[config.mk]
export PLATFORM = sky130hd
export DESIGN_NAME = frame_seq_irq
export DESIGN_NICKNAME = d
export VERILOG_FILES = /design/src/rtl/fseq_pkg.sv /design/src/rtl/fseq_counter.sv /design/src/rtl/fseq_step_decode.sv /design/src/rtl/fseq_irq_ctrl.sv /design/src/rtl/frame_seq_irq.sv
export SDC_FILE = /design/constraint.sdc
export NUM_CORES = 1
export LEC_CHECK = 0
export BUFFER_PORTS_ARGS = -buffer_cell sky130_fd_sc_hd__buf_2
export CORE_ASPECT_RATIO = 1.25
export CORE_MARGIN = 3
export CORE_UTILIZATION = 46
export CTS_CLUSTER_SIZE = 16
export DETAILED_ROUTE_END_ITERATION = 6
export HOLD_SLACK_MARGIN = 0.12
export PLACE_DENSITY = 0.64
export SLEW_MARGIN = 20
export SYNTH_ARGS = -nofsm -noshare
export SYNTH_HDL_FRONTEND = slang
export SYNTH_SLANG_ARGS = --single-unit
[constraint.sdc]
create_clock -name clk -period 5.5 [get_ports clk]
set_input_delay 1.1 -clock clk [delete_from_list [all_inputs] [get_ports clk]]
set_output_delay 1.1 -clock clk [all_outputs]
set_load 0.01 [all_outputs]
[src/rtl/fseq_pkg.sv]
package fseq_pkg;

   localparam int unsigned FS_CNT_W = 16;
   localparam int unsigned FS_WRAP4 = 29830;
   localparam int unsigned FS_WRAP5 = 37282;

   typedef enum logic {
      FS_MODE4 = 1'b0,
      FS_MODE5 = 1'b1
   } fs_mode_e;

   // One entry of the step table: count reached, modes it belongs to, outputs it fires.
   typedef struct packed {
      int unsigned pos;
      logic        in4;
      logic        in5;
      logic        qtr;
      logic        half;
      logic        irq;
   } fs_step_t;

   localparam int FS_NSTEP = 6;

   localparam fs_step_t FS_STEPS [FS_NSTEP] = '{
      '{pos: 7457,  in4: 1'b1, in5: 1'b1, qtr: 1'b1, half: 1'b0, irq: 1'b0},
      '{pos: 14913, in4: 1'b1, in5: 1'b1, qtr: 1'b1, half: 1'b1, irq: 1'b0},
      '{pos: 22371, in4: 1'b1, in5: 1'b1, qtr: 1'b1, half: 1'b0, irq: 1'b0},
      '{pos: 29829, in4: 1'b1, in5: 1'b0, qtr: 1'b1, half: 1'b1, irq: 1'b1},
      '{pos: 29829, in4: 1'b0, in5: 1'b1, qtr: 1'b0, half: 1'b1, irq: 1'b0},
      '{pos: 37281, in4: 1'b0, in5: 1'b1, qtr: 1'b1, half: 1'b0, irq: 1'b0}
   };

endpackage

[src/rtl/fseq_counter.sv]
module fseq_counter #(
   parameter int unsigned CNT_W = fseq_pkg::FS_CNT_W,
   parameter int unsigned WRAP4 = fseq_pkg::FS_WRAP4,
   parameter int unsigned WRAP5 = fseq_pkg::FS_WRAP5
) (
   input  logic             clk,
   input  logic             rst_n,
   input  logic             restart,
   input  logic             mode5,
   output logic [CNT_W-1:0] cnt_o,
   output logic [CNT_W-1:0] nxt_o
);

   localparam logic [CNT_W-1:0] W4 = CNT_W'(WRAP4);
   localparam logic [CNT_W-1:0] W5 = CNT_W'(WRAP5);

   if (WRAP4 >= (64'd1 << CNT_W) || WRAP5 >= (64'd1 << CNT_W)) begin : g_bad_width
      $error("fseq_counter: CNT_W too narrow for the wrap counts");
   end
   if (WRAP4 < 2 || WRAP5 < 2) begin : g_bad_wrap
      $error("fseq_counter: wrap counts must be at least 2");
   end

   logic [CNT_W-1:0] cnt_q;
   logic [CNT_W-1:0] nxt;
   logic [CNT_W-1:0] lim;

   assign nxt = cnt_q + CNT_W'(1);
   assign lim = mode5 ? W5 : W4;

   always_ff @(posedge clk or negedge rst_n) begin
      if (!rst_n) begin
         cnt_q <= '0;
      end else if (restart) begin
         cnt_q <= '0;
      end else if (nxt >= lim) begin
         cnt_q <= '0;
      end else begin
         cnt_q <= nxt;
      end
   end

   assign cnt_o = cnt_q;
   assign nxt_o = nxt;

   assert_restart_zero_R7: assert property (@(posedge clk) disable iff (!rst_n)
      restart |=> (cnt_q == '0));

   assert_range4_R3: assert property (@(posedge clk) disable iff (!rst_n)
      !mode5 |-> (cnt_q < W4));

   assert_range5_R4: assert property (@(posedge clk) disable iff (!rst_n)
      cnt_q < W5);

endmodule

[src/rtl/fseq_step_decode.sv]
module fseq_step_decode #(
   parameter int unsigned CNT_W     = fseq_pkg::FS_CNT_W,
   parameter int unsigned WRAP4     = fseq_pkg::FS_WRAP4,
   parameter int unsigned WRAP5     = fseq_pkg::FS_WRAP5,
   parameter bit          PULSE_REG = 1'b1
) (
   input  logic             clk,
   input  logic             rst_n,
   input  logic             restart,
   input  logic             mode5,
   input  logic [CNT_W-1:0] cnt,
   input  logic [CNT_W-1:0] nxt,
   output logic             qtr_o,
   output logic             half_o,
   output logic             irq_hit_o
);

   import fseq_pkg::*;

   localparam int NS = FS_NSTEP;

   logic [NS-1:0] live;
   logic [NS-1:0] hit_n;
   logic [NS-1:0] hit_c;
   logic [NS-1:0] q_n, h_n, i_n, q_c, h_c;

   for (genvar i = 0; i < NS; i++) begin : g_step
      localparam logic [CNT_W-1:0] POS = CNT_W'(FS_STEPS[i].pos);
      localparam bit IN4 = FS_STEPS[i].in4;
      localparam bit IN5 = FS_STEPS[i].in5;

      if (IN4 && FS_STEPS[i].pos >= WRAP4) begin : g_bad4
         $error("fseq_step_decode: 4-step position beyond wrap");
      end
      if (IN5 && FS_STEPS[i].pos >= WRAP5) begin : g_bad5
         $error("fseq_step_decode: 5-step position beyond wrap");
      end
      if (FS_STEPS[i].pos == 0) begin : g_bad0
         $error("fseq_step_decode: step at count zero is not allowed");
      end

      assign live[i]  = mode5 ? IN5 : IN4;
      assign hit_n[i] = live[i] && (nxt == POS);
      assign hit_c[i] = live[i] && (cnt == POS);
      assign q_n[i]   = hit_n[i] & FS_STEPS[i].qtr;
      assign h_n[i]   = hit_n[i] & FS_STEPS[i].half;
      assign i_n[i]   = hit_n[i] & FS_STEPS[i].irq;
      assign q_c[i]   = hit_c[i] & FS_STEPS[i].qtr;
      assign h_c[i]   = hit_c[i] & FS_STEPS[i].half;
   end

   assign irq_hit_o = (|i_n) & ~restart;

   if (PULSE_REG) begin : g_reg
      logic qtr_q, half_q;
      logic unused_cmp;
      assign unused_cmp = ^{q_c, h_c};
      always_ff @(posedge clk or negedge rst_n) begin
         if (!rst_n) begin
            qtr_q  <= 1'b0;
            half_q <= 1'b0;
         end else begin
            qtr_q  <= (|q_n) & ~restart;
            half_q <= (|h_n) & ~restart;
         end
      end
      assign qtr_o  = qtr_q;
      assign half_o = half_q;
   end else begin : g_comb
      logic unused_cmp;
      assign unused_cmp = ^{q_n, h_n, clk};
      assign qtr_o  = |q_c;
      assign half_o = |h_c;
   end

   assert_qtr_single_R10: assert property (@(posedge clk) disable iff (!rst_n)
      qtr_o |=> !qtr_o);

   assert_half_single_R10: assert property (@(posedge clk) disable iff (!rst_n)
      half_o |=> !half_o);

   assert_restart_quiet_R7: assert property (@(posedge clk) disable iff (!rst_n)
      restart |=> (!qtr_o && !half_o));

endmodule

[src/rtl/fseq_irq_ctrl.sv]
module fseq_irq_ctrl (
   input  logic clk,
   input  logic rst_n,
   input  logic set,
   input  logic clr,
   input  logic other_act,
   output logic flag_o,
   output logic irq_o
);

   logic flag_q, irq_q;

   // A set on the same edge as a clear wins, so no event is lost.
   always_ff @(posedge clk or negedge rst_n) begin
      if (!rst_n) begin
         flag_q <= 1'b0;
         irq_q  <= 1'b0;
      end else if (set) begin
         flag_q <= 1'b1;
         irq_q  <= 1'b1;
      end else if (clr) begin
         flag_q <= 1'b0;
         if (!other_act) begin
            irq_q <= 1'b0;
         end
      end
   end

   assign flag_o = flag_q;
   assign irq_o  = irq_q;

   assert_set_wins_R11: assert property (@(posedge clk) disable iff (!rst_n)
      set |=> (flag_q && irq_q));

   assert_clear_flag_R8: assert property (@(posedge clk) disable iff (!rst_n)
      (clr && !set) |=> !flag_q);

   assert_irq_hold_R9: assert property (@(posedge clk) disable iff (!rst_n)
      (clr && !set && other_act && irq_q) |=> irq_q);

   assert_irq_fall_R9: assert property (@(posedge clk) disable iff (!rst_n)
      $fell(irq_q) |-> $past(clr && !other_act));

endmodule

[src/rtl/frame_seq_irq.sv]
module frame_seq_irq #(
   parameter int unsigned CNT_W     = fseq_pkg::FS_CNT_W,
   parameter int unsigned WRAP4     = fseq_pkg::FS_WRAP4,
   parameter int unsigned WRAP5     = fseq_pkg::FS_WRAP5,
   parameter int unsigned DATA_W    = 8,
   parameter int unsigned MODE_BIT  = 7,
   parameter int unsigned INH_BIT   = 6,
   parameter int unsigned FLAG_BIT  = 6,
   parameter int unsigned SMP_BIT   = 4,
   parameter bit          PULSE_REG = 1'b1
) (
   input  logic              clk,
   input  logic              rst_n,
   input  logic              ctl_wr,
   input  logic [DATA_W-1:0] ctl_wdata,
   input  logic              stat_rd,
   output logic [DATA_W-1:0] stat_rdata,
   input  logic              smp_pending,
   input  logic              smp_irq_en,
   output logic              qtr_tick,
   output logic              half_tick,
   output logic              frame_flag,
   output logic              cpu_irq
);

   import fseq_pkg::*;

   if (MODE_BIT >= DATA_W || INH_BIT >= DATA_W) begin : g_bad_ctl
      $error("frame_seq_irq: control bit outside the data byte");
   end
   if (MODE_BIT == INH_BIT) begin : g_bad_ctl2
      $error("frame_seq_irq: mode and inhibit share a bit");
   end
   if (FLAG_BIT >= DATA_W || SMP_BIT >= DATA_W || FLAG_BIT == SMP_BIT) begin : g_bad_stat
      $error("frame_seq_irq: status bit placement invalid");
   end

   fs_mode_e mode_q;
   logic     inh_q;
   logic     mode5;
   logic [CNT_W-1:0] cnt, nxt;
   logic     irq_hit, frame_set, frame_clr, smp_act;
   logic     unused_wbits;

   assign unused_wbits = ^ctl_wdata;

   always_ff @(posedge clk or negedge rst_n) begin
      if (!rst_n) begin
         mode_q <= FS_MODE4;
         inh_q  <= 1'b0;
      end else if (ctl_wr) begin
         mode_q <= ctl_wdata[MODE_BIT] ? FS_MODE5 : FS_MODE4;
         inh_q  <= ctl_wdata[INH_BIT];
      end
   end

   assign mode5 = (mode_q == FS_MODE5);

   fseq_counter #(
      .CNT_W (CNT_W),
      .WRAP4 (WRAP4),
      .WRAP5 (WRAP5)
   ) u_counter (
      .clk     (clk),
      .rst_n   (rst_n),
      .restart (ctl_wr),
      .mode5   (mode5),
      .cnt_o   (cnt),
      .nxt_o   (nxt)
   );

   fseq_step_decode #(
      .CNT_W     (CNT_W),
      .WRAP4     (WRAP4),
      .WRAP5     (WRAP5),
      .PULSE_REG (PULSE_REG)
   ) u_decode (
      .clk       (clk),
      .rst_n     (rst_n),
      .restart   (ctl_wr),
      .mode5     (mode5),
      .cnt       (cnt),
      .nxt       (nxt),
      .qtr_o     (qtr_tick),
      .half_o    (half_tick),
      .irq_hit_o (irq_hit)
   );

   assign frame_set = irq_hit & ~inh_q;
   assign frame_clr = stat_rd | (ctl_wr & ctl_wdata[INH_BIT]);
   assign smp_act   = smp_pending & smp_irq_en;

   fseq_irq_ctrl u_irq (
      .clk       (clk),
      .rst_n     (rst_n),
      .set       (frame_set),
      .clr       (frame_clr),
      .other_act (smp_act),
      .flag_o    (frame_flag),
      .irq_o     (cpu_irq)
   );

   always_comb begin
      stat_rdata           = '0;
      stat_rdata[FLAG_BIT] = frame_flag;
      stat_rdata[SMP_BIT]  = smp_pending;
   end

   assert_no_irq5_R5: assert property (@(posedge clk) disable iff (!rst_n)
      $rose(frame_flag) |-> !$past(mode5));

   assert_inhibit_R6: assert property (@(posedge clk) disable iff (!rst_n)
      $rose(frame_flag) |-> !$past(inh_q));

   assert_inh_clear_R6: assert property (@(posedge clk) disable iff (!rst_n)
      (ctl_wr && ctl_wdata[INH_BIT]) |=> !frame_flag);

   assert_flag_irq_R5: assert property (@(posedge clk) disable iff (!rst_n)
      $rose(frame_flag) |-> cpu_irq);

endmodule

==> run_results.csv, run 1 <==
group,metric,value,unit
routing,routed-wl-met3,154,µm
outcome,status,"finished, final reports clean",
routing,drt-total-wl,3490,µm
clock_network,clk_pin_slew,0.08,ns
sta,rsz0062_at_grt,"false",
synthesis,seq_area_frac_synth,0.349,
synthesis,ys_ff_latch,22,
worst_setup_path,crit_path_end_kind,"flip-flop",
global_routing,grt.total_usage,0.184,
global_routing,grt_max_degree,23,
clock_network,postCtsSetupBuffers,0,
pwr,p_leak,0.000818,µW
routing,drc,0,
worst_setup_path,cp_max_fo,15,
sta,clock.fmax,254,MHz
routing,drt_iter0_drc,88,
clock_network,clock_path_buffers,2,
finish,synthToLayoutAreaGrowth,6.04,%
routing,top_layer,"met4",
routing,wire_per_inst,16.0,µm
die,fp.dieW,58.3,µm
worst_setup_path,r2r_start,"u_counter.cnt_o[0]",
sta,finClkSkew,0.00336,ns
sta,worstMarginPinSlew,0.607,ns
sta,report.final.slew_viol_count,0,
finish,final_nets,208,
sta,period_minus_slack,3.94,ns
worst_setup_path,startpoint_type,"flip-flop",
worst_setup_path,path_class,"reg2reg",
synthesis,synth-edff-count,0,
routing,vias,1278,
die,coreArea,3250,µm²
clock_network,post_cts_resized,0,
sta,setup_tns,0,ns
global_routing,grt_pass1_vias,1351,
min_path,hold_path_class,"reg2reg",
routing,m1WireLength,1480,µm
global_routing,antenna_found_initial,0,
routing,firstDrtPassIters,4,
global_routing,grt_pass1_wl,6070,µm
finish,final_cell_mix,"22 x dfrtp_1, 20 x nor2_1, 14 x inv_1, 13 x buf_2, 11 x ha_1",
die,ios,26,
clock_network,clkLatencyLatePin,0.26,ns
clock_network,hold_buffers,0,
finish,drive_gt1_frac,0.126,
pwr,power,427,µW
finish,fin_area,1670,µm²
sta,setup-violations-final,0,
worst_setup_path,cp_data_required_time,5.71,ns
routing,ant_nets,0,
min_path,min_from,"inh_q",
synthesis,synthesis.instances,173,
sta,finalHoldViolCount,0,
die,die_area,4170,µm²
sta,post-route-period-util,0.716,
synthesis,synth_cell_types,44,
worst_setup_path,cp-startpoint,"u_counter.cnt_o[0]",
finish,antenna_cells,0,
job,drv_cap,0,
pwr,vdd_drop_max,0.193,mV
placed_design,port_buffers,13,
clock_network,root_buffer,"clkbuf_8",
placed_design,placed_area,1620,µm²
placed_design,place.gp.congestion,0.929,
clock_network,cts_buffers,3,
worst_setup_path,crit_arrival,4.15,ns
routing,vias_per_cell,5.84,
global_routing,gr-total-overflow,0,
synthesis,synth_ff_type,"dfrtp_1",
die,num_rows,23,
synthesis,async_reset_ff_frac,1.00,
die,chipHeight,71.4,µm
synthesis,synth_warnings,0,
clock_network,htreeDepth,1,
synthesis,syn_area_per_cell,9.11,µm²
pwr,p_per_area,256,nW/µm²
finish,layout.cells.most_common,"dfrtp_1",
sta,relSlewSlack,0.595,
placed_design,hpwlAfterDp,2660,µm
clock_network,cts_tree,"yes",
synthesis,syn_area,1580,µm²
routing,wl_met2,1740,µm
clock_network,cts.sinks,22,
die,initial_core_util,0.484,
-- state kept, by name, indices dropped and copies added (netlist names) --
name,cells
inh_q,1
u_irq.flag_o,1
u_counter.cnt_o,16
u_decode.qtr_o,1
u_decode.half_o,1
mode5,1
u_irq.irq_o,1
-- per-stage QoR --
step | hold WS, ns | util | worst slack [ns] | cells
floorplan | 0.454 | - | 2.16 | 178
global placement | 0.471 | 0.497 | 1.63 | 215
detailed placement | 0.488 | 0.497 | 1.62 | 215
CTS | 0.500 | 0.514 | 1.59 | 219
global route | 0.509 | 0.514 | 1.29 | 219
finish | 0.493 | 0.514 | 1.56 | 219
-- layer usage --
metal | up-vias | global-route usage
met1 | 616 | 0.222
li1 | 609 | -
met5 | - | 0
met2 | 40 | 0.317
met3 | 13 | 0.0270
met4 | 0 | 0.0825
-- synthesized netlist by cell type, types with 2 or more instances --
master	n	area share
a21oi_1	3	0.0095
o21ai_0	3	0.0095
ha_1	11	0.087
dfrtp_1	22	0.35
and2b_1	2	0.0095
or4_1	2	0.0095
nor3b_1	2	0.0095
nor2_1	20	0.048
nand2b_1	2	0.0079
xor2_1	7	0.039
mux2_2	2	0.014
buf_2	2	0.0064
nor3_1	6	0.019
nand4_1	4	0.016
nor4_1	4	0.016
inv_1	14	0.033
nand2_1	8	0.019
buf_4	8	0.038
o31a_1	2	0.011
nand3_1	10	0.032
or3_1	6	0.024
xnor2_1	10	0.056
nor2b_1	2	0.0079
-- final timing paths --
kind	to	slack (ns)	cells after the start
max in group asynchronous	u_counter.cnt_o[2]	4.39	1
min in group asynchronous	u_counter.cnt_o[10]	0.78	1
hold reg to reg	u_irq.flag_o	0.49	1
hold / removal	u_irq.flag_o	0.49	1
setup reg to reg	u_counter.cnt_o[3]	1.56	11
setup / recovery	u_counter.cnt_o[3]	1.56	11
-- worst max-delay path: stages, from the launching register on --
cell and delay (ns):
dfrtp_1 0.47, ha_1 0.31, xnor2_1 0.49, inv_1 0.11
ha_1 0.29, o21a_1 0.11, or4_1 0.46, o211a_1 0.14
o311a_1 0.33, o31a_1 0.28, o41a_1 0.60, and2b_1 0.29
-- power by group --
group,total [µW],internal [µW],switching [µW]
sequential,201,175,26.8
clock,118,63.9,54.3
combinational,108,46.0,61.6
-- final cells by class --
cell class,count,area [µm²]
fillers,309,1580
multi-input cells,129,901
flip-flops and latches,22,551
repair buffers,13,65.1
clock buffers,4,55.1
inverters,14,52.6
well taps,37,46.3
-- cells by family after synthesis --
group / Yosys count / share of synthesized area
other cells: 1 / 0.00238
compound gates: 20 / 0.0969
xor+xnor: 17 / 0.0945
mux: 2 / 0.0143
simple gates: 73 / 0.264
fa+ha+maj: 11 / 0.0874
flops: 22 / 0.349
buf+inv: 27 / 0.0905
No activity file was read; power rests on OpenSTA's default activity.
==> run 2, diff against run 1 <==
- ABC_AREA: not set -> 1
- PLACE_DENSITY: 0.64 -> 0.66
- clock period: 5.5 -> 3.4 ns (I/O delays scaled with it)
==> run 2 against run 1 <==
Sequential share of layout area down 4.3 points. Register-to-register slack worse by 0.85 ns. Critical path depth up 2. First-iteration DRC count down 19%. Critical endpoint is now u_counter.cnt_o[15]. Flip-flop and latch count unchanged. Sequential power up 36%. Synthesized area up 14%.
==> run_results.csv, run 2 <==
group,metric,value,unit
synthesis,syn_area_per_cell,6.37,µm²
worst_setup_path,cp_common_cell,"nand2_1",
synthesis,synth_top_area_cell,"dfrtp_1",
worst_setup_path,crit_slowest_cell,"dfrtp_1",
pwr,p_per_area,258,nW/µm²
synthesis,ys_ff_latch,22,
sta,setup_tns,0,ns
synthesis,synth_common_cells,"86 x nand2_1, 51 x nor2_1, 40 x inv_1",
pwr,vdd_drop_max,0.187,mV
synthesis,synth_ff_type,"dfrtp_1",
worst_setup_path,rr_worst_depth,13,
die,num_rows,24,
synthesis,syn_area,1800,µm²
worst_setup_path,cp-startpoint,"u_counter.cnt_o[0]",
global_routing,grt.total_usage,0.209,
global_routing,antenna_found_initial,0,
worst_setup_path,startpoint_type,"flip-flop",
placed_design,dp_slack,0.721,ns
clock_network,htreeDepth,1,
sta,hold_slack,0.371,ns
synthesis,synth_cell_types,25,
finish,synthToLayoutAreaGrowth,7.03,%
clock_network,postCtsSetupBuffers,0,
synthesis,synth_warnings,0,
min_path,hold_path_class,"in2async",
routing,vias_per_cell,4.87,
global_routing,grt_max_degree,23,
die,coreArea,3630,µm²
worst_setup_path,crit_buf_inv,1,
global_routing,grt_pass1_vias,1585,
worst_setup_path,crit_family,"simple AND/OR/NAND/NOR gates",
worst_setup_path,crit_path_max_incr_delay,0.45,ns
routing,drt-total-wl,4080,µm
finish,final_nets,322,
worst_setup_path,crit_chain,"ha_1 -> nand2_1 -> nor2_2 -> nand2_1 -> o21ai_0 -> nand2_1 -> ha_1 -> nand3_1 -> nor3_2 -> nand2_1 -> o211ai_2 -> buf_4 -> nor2_1",
sta,post-route-period-util,0.790,
finish,final_cell_mix,"86 x nand2_1, 51 x nor2_1, 40 x inv_1, 24 x nand3_1, 22 x dfrtp_1",
die,initial_core_util,0.494,
worst_setup_path,r2r_start,"u_counter.cnt_o[0]",
sta,period_minus_slack,2.68,ns
die,chipHeight,75.9,µm
synthesis,seq_area_frac_synth,0.306,
finish,largest_reg_flops,16,
finish,drive_gt1_frac,0.0949,
clock_network,root_buffer,"clkbuf_8",
placed_design,hpwlAfterDp,3290,µm
sta,clock.fmax,372,MHz
sta,worst_slack,0.715,ns
finish,layout.cells.most_common,"nand2_1",
synthesis,synthDominantCellAreaShare,0.306,
routing,vias,1691,
synthesis,ys_top_cells_by_area,"dfrtp_1 31%, nand2_1 18%, nor2_1 11%",
pwr,p_leak,0.00103,µW
worst_setup_path,critPathCapture,"u_counter.cnt_o[15]",
clock_network,cts_buffers,3,
routing,drc,0,
synthesis,synth.most_common_cell,"nand2_1",
synthesis,synth-edff-count,0,
job,drv_cap,0,
pwr,power,495,µW
worst_setup_path,crit_path_end_kind,"flip-flop",
finish,antenna_cells,0,
routing,ant_nets,0,
placed_design,place.gp.congestion,0.876,
sta,report.final.slew_viol_count,0,
die,die_area,4700,µm²
routing,drt_iter0_drc,71,
global_routing,grt_pass1_wl,7250,µm
global_routing,gr-total-overflow,0,
worst_setup_path,reg2reg_slack,0.72,ns
clock_network,hold_buffers,0,
clock_network,clock_path_buffers,2,
clock_network,clk_pin_slew,0.07,ns
routing,wire_per_inst,11.8,µm
die,ios,26,
finish,fillers,374,
sta,rsz0062_at_grt,"false",
clock_network,clkLatencyLatePin,0.26,ns
routing,firstDrtPassIters,4,
worst_setup_path,cp_max_fo,16,
sta,setup-violations-final,0,
worst_setup_path,path_class,"reg2reg",
outcome,status,"finished, final reports clean",
synthesis,synthesis.instances,282,
worst_setup_path,path_depth,13,
sta,finalHoldViolCount,0,
synthesis,async_reset_ff_frac,1.00,
placed_design,port_buffers,13,
placed_design,placed_area,1880,µm²
die,fp.dieW,61.9,µm
worst_setup_path,cp_data_required_time,3.55,ns
worst_setup_path,reg2reg_to,"u_counter.cnt_o[15]",
clock_network,post_cts_resized,0,
clock_network,cts.sinks,22,
sta,finClkSkew,0.000958,ns
finish,fin_area,1920,µm²
worst_setup_path,crit_arrival,2.84,ns
clock_network,cts_tree,"yes",
run 2: cell count changes after synthesis, moves of 5 or more:
cell / previous run / this run
nand2_1: 8 / 86
nor2_1: 20 / 51
inv_1: 14 / 40
nand3_1: 10 / 24
xnor2_1: 10 / 0
nand4_1: 4 / 12
xor2_1: 7 / 0
or3_1: 6 / 0
nor3_1: 6 / 1
run 2: cells by family after synthesis:
family,share of synthesized area
compound gates,0.0418
fa+ha+maj,0.0766
flops,0.306
simple gates,0.448
buf+inv,0.125
other cells,0.00209
run 2: stage by stage:
step                      utilization  cells
after global placement          0.518    344
final                           0.529    347
after global routing            0.529    347
after CTS                       0.529    347
after detailed placement        0.518    344
after floorplan                     -    287
run 2: cell type report:
| class | count | area, µm² | area share |
|---|---|---|---|
| Timing Repair Buffer | 14 | 72.6 | 0.0377 |
| Inverter | 41 | 154 | 0.0800 |
| Multi-Input combinational cell | 215 | 1040 | 0.541 |
| Sequential cell | 22 | 551 | 0.286 |
| Clock buffer | 3 | 41.3 | 0.0215 |
| Tap cell | 52 | 65.1 | 0.0338 |
run 2: worst min path at each step:
stage / start / endpoint / slack [ns] / cells past startpoint
2_1_floorplan: rst_n / inh_q / 0.38 / 0
3_3_place_gp: u_irq.flag_o / u_irq.flag_o / 0.48 / 2
3_5_place_dp: u_irq.flag_o / u_irq.flag_o / 0.49 / 2
4_1_cts: rst_n / u_counter.cnt_o[0] / 0.39 / 1
5_1_grt: rst_n / u_counter.cnt_o[0] / 0.40 / 1
6_report: rst_n / u_counter.cnt_o[0] / 0.37 / 1
run 2: metal layers:
| metal | vias to the layer above | share of wire | GRT usage |
|---|---|---|---|
| met3 | 11 | 0.035 | 0.0186 |
| met4 | 0 | 0.031 | 0.0802 |
| met5 | - | 0 | 0 |
| met1 | 748 | 0.45 | 0.277 |
| met2 | 34 | 0.48 | 0.348 |
| li1 | 898 | - | - |
run 2: where the power goes:
| part | internal [µW] | switching [µW] |
|---|---|---|
| sequential | 266 | 7.80 |
| combinational | 20.2 | 40.1 |
| clock | 79.2 | 81.6 |
==> run 3, diff against run 2 <==
- PLACE_DENSITY: 0.66 -> 0.63
- clock period: 3.4 -> 2.7 ns (I/O delays scaled with it)
==> run 3 against run 2 <==
Via count down 0.65%. Count of clock-buffer cells in the layout up 1. Flip-flop and latch count unchanged. Clock skew up 0.0047 ns. Global-route usage down 0.29 points. Highest routed layer unchanged. Setup slack worse by 0.50 ns. Design area up 3.3%. Critical path type unchanged. Die area unchanged.
==> run_results.csv, run 3 (synthesis gave the netlist of run 2 again) <==
group,metric,value,unit
placed_design,dp_slack,0.0893,ns
sta,setup-violations-final,0,
sta,period_minus_slack,2.49,ns
worst_setup_path,crit_buf_inv,1,
finish,largest_reg_flops,16,
sta,finClkSkew,0.00562,ns
global_routing,grt_pass1_vias,1614,
finish,drive_gt1_frac,0.120,
finish,fillers,386,
worst_setup_path,path_class,"reg2reg",
global_routing,grt_max_degree,23,
routing,vias,1680,
clock_network,hold_buffers,0,
clock_network,root_buffer,"clkbuf_8",
die,chipHeight,75.9,µm
die,ios,26,
global_routing,grt_pass1_wl,7180,µm
placed_design,placed_area,1920,µm²
clock_network,htreeDepth,1,
pwr,p_per_area,331,nW/µm²
clock_network,clkLatencyLatePin,0.26,ns
clock_network,cts_tree,"yes",
placed_design,port_buffers,13,
worst_setup_path,crit_arrival,2.68,ns
clock_network,postCtsSetupBuffers,0,
sta,hold_slack,0.227,ns
die,fp.dieW,61.9,µm
pwr,vdd_drop_max,0.308,mV
finish,synthToLayoutAreaGrowth,10.5,%
finish,final_nets,326,
worst_setup_path,cp_data_required_time,2.89,ns
finish,fin_area,1990,µm²
finish,antenna_cells,0,
clock_network,cts.sinks,22,
global_routing,antenna_found_initial,0,
placed_design,hpwlAfterDp,3410,µm
pwr,p_leak,0.00106,µW
sta,setup_tns,0,ns
clock_network,clk_pin_slew,0.08,ns
worst_setup_path,crit_path_max_incr_delay,0.47,ns
die,die_area,4700,µm²
die,num_rows,24,
global_routing,grt.total_usage,0.206,
worst_setup_path,startpoint_type,"flip-flop",
routing,firstDrtPassIters,5,
clock_network,cts_buffers,3,
worst_setup_path,crit_slowest_cell,"dfrtp_1",
routing,drt-total-wl,4120,µm
min_path,hold_path_class,"in2async",
placed_design,place.gp.congestion,0.821,
worst_setup_path,crit_family,"simple AND/OR/NAND/NOR gates",
routing,wire_per_inst,11.7,µm
finish,layout.cells.most_common,"nand2_1",
sta,clock.fmax,402,MHz
sta,report.final.slew_viol_count,0,
global_routing,gr-total-overflow,0,
routing,drc,0,
routing,vias_per_cell,4.77,
clock_network,clock_path_buffers,2,
worst_setup_path,crit_chain,"ha_2 -> nand3_1 -> nor2_2 -> nand3_1 -> nand2_1 -> nand2_1 -> ha_1 -> a211o_1 -> a31oi_1 -> o211ai_2 -> buf_12 -> nor2_1",
worst_setup_path,cp_max_fo,16,
job,drv_cap,0,
sta,worst_slack,0.214,ns
die,initial_core_util,0.494,
routing,drt_iter0_drc,74,
die,coreArea,3630,µm²
sta,post-route-period-util,0.921,
outcome,status,"finished, final reports clean",
pwr,power,656,µW
sta,finalHoldViolCount,0,
routing,ant_nets,0,
finish,final_cell_mix,"86 x nand2_1, 50 x nor2_1, 40 x inv_1, 24 x nand3_1, 21 x dfrtp_1",
worst_setup_path,crit_path_end_kind,"flip-flop",
==> run 3: area by class of cell <==
cell class	count	area [µm²]	area share
Sequential cell	22	552	0.278
Inverter	41	154	0.0775
Multi-Input combinational cell	215	1040	0.526
Clock buffer	4	55.1	0.0277
Tap cell	52	65.1	0.0328
Timing Repair Buffer	18	115	0.0580
==> run 3: metal layers <==
metal | vias to the layer above | routed length [µm] | track usage
met5 | - | 0 | 0
met4 | 0 | 59 | 0.0590
met3 | 6 | 60 | 0.0169
met2 | 22 | 2100 | 0.362
met1 | 741 | 1900 | 0.266
li1 | 911 | - | -
==> run 3: metrics by stage <==
stage | std cells | utilization
global route | 352 | 0.546
floorplan | 287 | -
global placement | 348 | 0.530
detailed placement | 348 | 0.530
CTS | 352 | 0.545
finish | 352 | 0.546
==> run 3: power breakdown <==
group          internal (µW)  switching (µW)  leakage (µW)
clock network            130             102     0.0000288
logic                   27.6            50.7      0.000728
registers                336            10.2      0.000299
total                    493             163       0.00106
==> run 3: repair_timing <==
item,in CTS,in global routing
resized for setup,0,3
hold endpoints to repair,0,0
endpoints found under the setup margin,0,16
==> run 3: worst paths after layout <==
| kind | to | depth (start not counted) | from | slack, ns |
|---|---|---|---|---|
| min in group clk | mode5 | 3 | ctl_wdata[7] | 0.48 |
| hold reg to reg | inh_q | 2 | inh_q | 0.51 |
| setup / recovery | u_counter.cnt_o[9] | 12 | u_counter.cnt_o[0] | 0.21 |
| hold / removal | mode5 | 1 | rst_n | 0.23 |
| setup reg to reg | u_counter.cnt_o[9] | 12 | u_counter.cnt_o[0] | 0.21 |
| max in group asynchronous | u_counter.cnt_o[1] | 1 | rst_n | 2.12 |
